[config.mk]
export PLATFORM = sky130hd
export DESIGN_NAME = bcd_setpoint_counter
export DESIGN_NICKNAME = d
export VERILOG_FILES = /design/src/rtl/bcdc_pkg.sv /design/src/rtl/bcdc_prescaler.sv /design/src/rtl/bcdc_bin2bcd.sv /design/src/rtl/bcdc_step.sv /design/src/rtl/bcd_setpoint_counter.sv
export SDC_FILE = /design/constraint.sdc
export NUM_CORES = 1
export LEC_CHECK = 0
export CAP_MARGIN = 20
export CORE_MARGIN = 2
export CORE_UTILIZATION = 40
export CTS_BUF_LIST = sky130_fd_sc_hd__clkbuf_8
export DETAILED_ROUTE_END_ITERATION = 8
export GPL_TIMING_DRIVEN = 0
export MAX_ROUTING_LAYER = met4
export SYNTH_ARGS = -nofsm -noshare
export SYNTH_HDL_FRONTEND = slang
export SYNTH_SLANG_ARGS = --single-unit
[constraint.sdc]
create_clock -name clk -period 5.2 [get_ports clk]
set_clock_uncertainty 0.2 [all_clocks]
set_input_delay 1.3 -clock clk [delete_from_list [all_inputs] [get_ports clk]]
set_output_delay 1.3 -clock clk [all_outputs]
set_load 0.02 [all_outputs]
[src/rtl/bcdc_pkg.sv]
package bcdc_pkg;
  localparam int DIGIT_W = 4;
  localparam int NUM_DIGITS = 2;

  typedef logic [DIGIT_W-1:0] bcd_digit_t;

  typedef struct packed {
    bcd_digit_t tens;
    bcd_digit_t units;
  } bcd_pair_t;
endpackage

[src/rtl/bcdc_prescaler.sv]
module bcdc_prescaler #(
  parameter int PRE_W = 3
) (
  input  logic clk,
  input  logic rst,
  output logic tick
);
  logic [PRE_W-1:0] div_q;

  always_ff @(posedge clk) begin
    if (rst) div_q <= '0;
    else     div_q <= div_q + 1'b1;
  end

  // Strobe when every bit of the divider is one.
  assign tick = &div_q;
endmodule

[src/rtl/bcdc_bin2bcd.sv]
module bcdc_bin2bcd #(
  parameter int BIN_W  = 6,
  parameter int DIGITS = 2
) (
  input  logic [BIN_W-1:0]    bin,
  output logic [4*DIGITS-1:0] bcd
);
  localparam int SR_W = BIN_W + 4 * DIGITS;

  logic [SR_W-1:0] sr;

  // Double-dabble: before each shift, add 3 to every digit of 5 or more.
  always_comb begin
    sr = '0;
    sr[BIN_W-1:0] = bin;
    for (int s = 0; s < BIN_W; s++) begin
      for (int d = 0; d < DIGITS; d++) begin
        if (sr[BIN_W+4*d +: 4] >= 4'd5)
          sr[BIN_W+4*d +: 4] = sr[BIN_W+4*d +: 4] + 4'd3;
      end
      sr = sr << 1;
    end
  end

  assign bcd = sr[SR_W-1:BIN_W];
endmodule

[src/rtl/bcdc_step.sv]
module bcdc_step
  import bcdc_pkg::*;
#(
  parameter int MAX_VAL = 63
) (
  input  bcd_pair_t cur,
  input  logic      up,
  output bcd_pair_t nxt
);
  localparam bcd_digit_t TOP_T = bcd_digit_t'(MAX_VAL / 10);
  localparam bcd_digit_t TOP_U = bcd_digit_t'(MAX_VAL % 10);

  always_comb begin
    nxt = cur;
    if (up) begin
      if (cur.tens == TOP_T && cur.units == TOP_U) begin
        nxt.tens  = '0;
        nxt.units = '0;
      end else if (cur.units == 4'd9) begin
        nxt.units = '0;
        nxt.tens  = cur.tens + 4'd1;
      end else begin
        nxt.units = cur.units + 4'd1;
      end
    end else begin
      if (cur.units == 4'd0) begin
        if (cur.tens == 4'd0) begin
          nxt.tens  = TOP_T;
          nxt.units = TOP_U;
        end else begin
          nxt.tens  = cur.tens - 4'd1;
          nxt.units = 4'd9;
        end
      end else begin
        nxt.units = cur.units - 4'd1;
      end
    end
  end
endmodule

[src/rtl/bcd_setpoint_counter.sv]
module bcd_setpoint_counter
  import bcdc_pkg::*;
#(
  parameter int PRE_W = 3,
  parameter int SET_W = 6
) (
  input  logic             clk,
  input  logic             rst,
  input  logic             start,
  input  logic             count_up,
  input  logic [SET_W-1:0] setpoint,
  output logic [3:0]       tens,
  output logic [3:0]       units
);
  localparam int MAX_VAL = (1 << SET_W) - 1;

  logic                  tick;
  logic [4*NUM_DIGITS-1:0] set_bcd;
  bcd_pair_t             cnt_q;
  bcd_pair_t             step_nxt;
  logic [SET_W-1:0]      prev_q;

  bcdc_prescaler #(.PRE_W(PRE_W)) u_pre (
    .clk  (clk),
    .rst  (rst),
    .tick (tick)
  );

  bcdc_bin2bcd #(.BIN_W(SET_W), .DIGITS(NUM_DIGITS)) u_conv (
    .bin (setpoint),
    .bcd (set_bcd)
  );

  bcdc_step #(.MAX_VAL(MAX_VAL)) u_step (
    .cur (cnt_q),
    .up  (count_up),
    .nxt (step_nxt)
  );

  always_ff @(posedge clk) begin
    if (rst) begin
      cnt_q  <= '0;
      prev_q <= '0;
    end else if (start && tick) begin
      cnt_q <= step_nxt;
    end else if (!start && setpoint != prev_q) begin
      cnt_q  <= bcd_pair_t'(set_bcd);
      prev_q <= setpoint;
    end
  end

  assign tens  = cnt_q.tens;
  assign units = cnt_q.units;
endmodule

==> impl_metrics.env, run 1 <==
export IMPL_grt_usage=0.177
export IMPL_crit_path_max_incr_delay_ps=560
export IMPL_period_needed_ps=4760
export IMPL_boundaryPins=18
export IMPL_design_area_sq_mm=0.00181
export IMPL_rows=22
export IMPL_syn_nets=204
export IMPL_synth_edf_count=0
export IMPL_min_path_cells=1
export IMPL_preCtsSetupSlack_ps=158
export IMPL_worstPathArrival_ps=4730
export IMPL_ys_seq_area_frac=0.219
export IMPL_synth_cell_types=59
export IMPL_cp_top_family="compound AO/OA/AOI/OAI gates"
export IMPL_cts_setup_buffers=0
export IMPL_cts_sinks=17
export IMPL_cts_root_buf="clkbuf_8"
export IMPL_p_int_uw=265
export IMPL_clockBufferDepth=2
export IMPL_placed_area_sq_mm=0.00176
export IMPL_synthesis_instances=179
export IMPL_fin_crit_sh=0.915
export IMPL_h_tree_depth=1
export IMPL_synth_ff_type="dfxtp_1"
export IMPL_tightest_slew_ps=545
export IMPL_nNetsFinal=224
export IMPL_p_leak_nw=0.737
export IMPL_endpoint_kind="register"
export IMPL_yosys_register_bits=17
export IMPL_gp_congestion=0.834
export IMPL_path_class="in -> reg"
export IMPL_io_buffers=15
export IMPL_routed_wl_microns=3480
export IMPL_grt_max_degree=11
export IMPL_synth_top_cell_area_share=0.219
export IMPL_crit_slowest_cell="clkdlybuf4s50_1"
export IMPL_grt_pass1_wl_microns=5930
export IMPL_diodes=0
export IMPL_grt_antenna_before_repair=0
export IMPL_dr_total_vias=1378
export IMPL_cts_inserted_buffers=3
export IMPL_crit_top_cell="ha_1"
export IMPL_drtIter0Drc=122
export IMPL_hold_buffers=0
export IMPL_cp_num_cells=15
export IMPL_clkLatencyLatePin_ps=260
export IMPL_reg2reg_depth=9
export IMPL_first_pass_iters=4
export IMPL_avgViaCountPerCell=5.60
export IMPL_clkPwrFrac=0.253
export IMPL_fp_dieArea_sq_mm=0.00440
export IMPL_cp_max_fo=7
export IMPL_drive_gt1_frac=0.136
export IMPL_maxCapViolations=0
export IMPL_cp_start_kind="primary input"
export IMPL_synthArstFlopShare=0
export IMPL_drc=0
export IMPL_die_y_microns=66.3
export IMPL_crit_buf_inv=3
export IMPL_hold_class="reg -> reg"
export IMPL_synth_area_leader_cell="dfxtp_1"
export IMPL_syn_area_per_cell_sq_um=8.67
export IMPL_grt_remaining_overflow=0
export IMPL_rsz0062_at_grt="false"
export IMPL_ir_worst_vdd_mv=0.113
export IMPL_fin_util=0.491
export IMPL_swShare=0.362
export IMPL_yosys_warnings=0
export IMPL_floorplan_initialDensity=0.421
export IMPL_area_growth_pct=16.5
export IMPL_p_comb_frac=0.374
export IMPL_crit_path_cell_trace="clkdlybuf4s50_1, inv_1, ha_1, inv_1, ha_1, a21o_2, xnor2_1, ha_1, nand2b_1, a21o_1, a21oi_2, mux2i_2, nor3b_2, o21ai_1, a311oi_2"
export IMPL_required_ps=5180
export IMPL_status="completed"
export IMPL_fmax_mhz=210
export IMPL_slew_violations=0
export IMPL_tns_ps=0
export IMPL_finalSetupViolCount=0
export IMPL_slew_limit_headroom=0.637
export IMPL_fin_ws_ps=442
export IMPL_cts_tree="yes"
export IMPL_die_w_microns=66.3
export IMPL_sequentialPowerShare=0.373
export IMPL_grt_pass1_vias=1298
export IMPL_finalHoldViolCount=0
export IMPL_netlist_top_cells_area="dfxtp_1 (22%), ha_1 (12%), mux2i_1 (5.2%)"
export IMPL_ant_nets=0
export IMPL_power_density_mw_per_mm2=230
export IMPL_netSwitchingPower_uw=151
export IMPL_post_cts_resize_count=0
export IMPL_wire_per_inst_microns=14.1
export IMPL_power_uw=416
export IMPL_hpwl_microns=2640
export IMPL_synthesis_area_sq_mm=0.00155
export IMPL_clk_pin_slew_ps=70
export IMPL_core_area_sq_mm=0.00369
## power by group through the flow
stage / Sequential [mW] / Combinational (mW) / Clock, mW
finish: 0.155 / 0.156 / 0.105
global route: 0.157 / 0.173 / 0.109
CTS: 0.155 / 0.156 / 0.105
detailed placement: 0.158 / 0.155 / 0
global placement: 0.157 / 0.151 / 0
floorplan: 0.162 / 0.107 / 0
## final timing paths
check,from,endpoint,slack (ps)
hold reg to reg,u_pre.div_q[0],u_pre.div_q[0],230
setup reg to reg,u_pre.div_q[0],tens[1],2890
hold / removal,u_pre.div_q[0],u_pre.div_q[0],230
setup / recovery,setpoint[3],units[3],440
## routing by layer
layer,up-vias,share of wire,global-route usage
li1,696,-,-
met1,658,0.48,0.214
met2,19,0.49,0.300
met3,5,0.024,0.0256
met4,0,0.013,0.0612
met5,-,0,-
## final cells by class
cell class / count / area [sq um]
multi-input combinational: 145 / 1140
inverter: 11 / 41.3
clock buffer: 3 / 41.3
clock inverter: 1 / 5.00
fill: 368 / 1880
timing repair buffer: 15 / 150
sequential: 17 / 340
tap: 48 / 60.1
buffer: 6 / 31.3
## sequential cells by signal, summed over array words and instances (netlist names)
name and flops:
prev_q 6, tens 4, u_pre.div_q 3, units 4
## Yosys cell counts (2+ instances only)
cell type	n
clkbuf_1	3
o21ai_1	4
o31ai_1	2
a31oi_1	3
dfxtp_1	17
or3_1	2
nor3_1	4
a21oi_2	4
inv_1	11
mux2_4	2
a311oi_2	2
o211ai_1	2
a311o_1	2
nor2b_1	5
a21oi_1	4
a22oi_1	2
nand3_1	5
nor3b_1	2
o21ai_0	9
xor2_1	5
nand2_1	6
nor2_1	20
xnor2_1	5
ha_1	15
buf_4	2
mux2i_1	8
## cells in the final DEF, fill, tap and decap left out, types with 2 or more instances in the layout
cell type	instances
xnor2_1	5
a21oi_1	4
mux2i_1	8
o211ai_1	2
o21ai_0	9
ha_1	15
clkbuf_1	3
a21oi_2	4
nor2_1	20
clkbuf_8	3
nand3_1	5
or3_1	2
clkdlybuf4s50_1	15
nand2_1	6
o31ai_1	2
o21ai_1	4
nor3b_1	2
dfxtp_1	17
buf_4	2
inv_1	11
a311o_1	2
a31oi_1	3
nor3_1	4
a311oi_2	2
mux2_4	2
a22oi_1	2
nor2b_1	5
xor2_1	5
## cell families after synthesis
group                    share of synthesized area
adder cells (fa/ha/maj)                      0.121
AO/OA/AOI/OAI                                0.242
multiplexers                                0.0870
XOR/XNOR                                    0.0564
flip-flops                                   0.219
AND/OR/NAND/NOR                              0.228
buffers and inverters                       0.0467
## stage by stage
stage / cells / hold slack (ps)
after floorplan: 179 / 199
after global placement: 242 / 208
after detailed placement: 242 / 216
after CTS: 246 / 226
after global routing: 246 / 248
final: 246 / 232
No activity file was read; power rests on OpenSTA's default activity.
==> inputs of run 2 (changes only) <==
--- a/config.mk
+++ b/config.mk
@@ -9,6 +9,7 @@
 export CORE_MARGIN = 2
 export CORE_UTILIZATION = 40
 export CTS_BUF_LIST = sky130_fd_sc_hd__clkbuf_8
+export CTS_CLUSTER_SIZE = 8
 export DETAILED_ROUTE_END_ITERATION = 8
 export GPL_TIMING_DRIVEN = 0
 export MAX_ROUTING_LAYER = met4
==> results of run 2 <==
Final layout, timing and power as in run 1 (identical DEF).
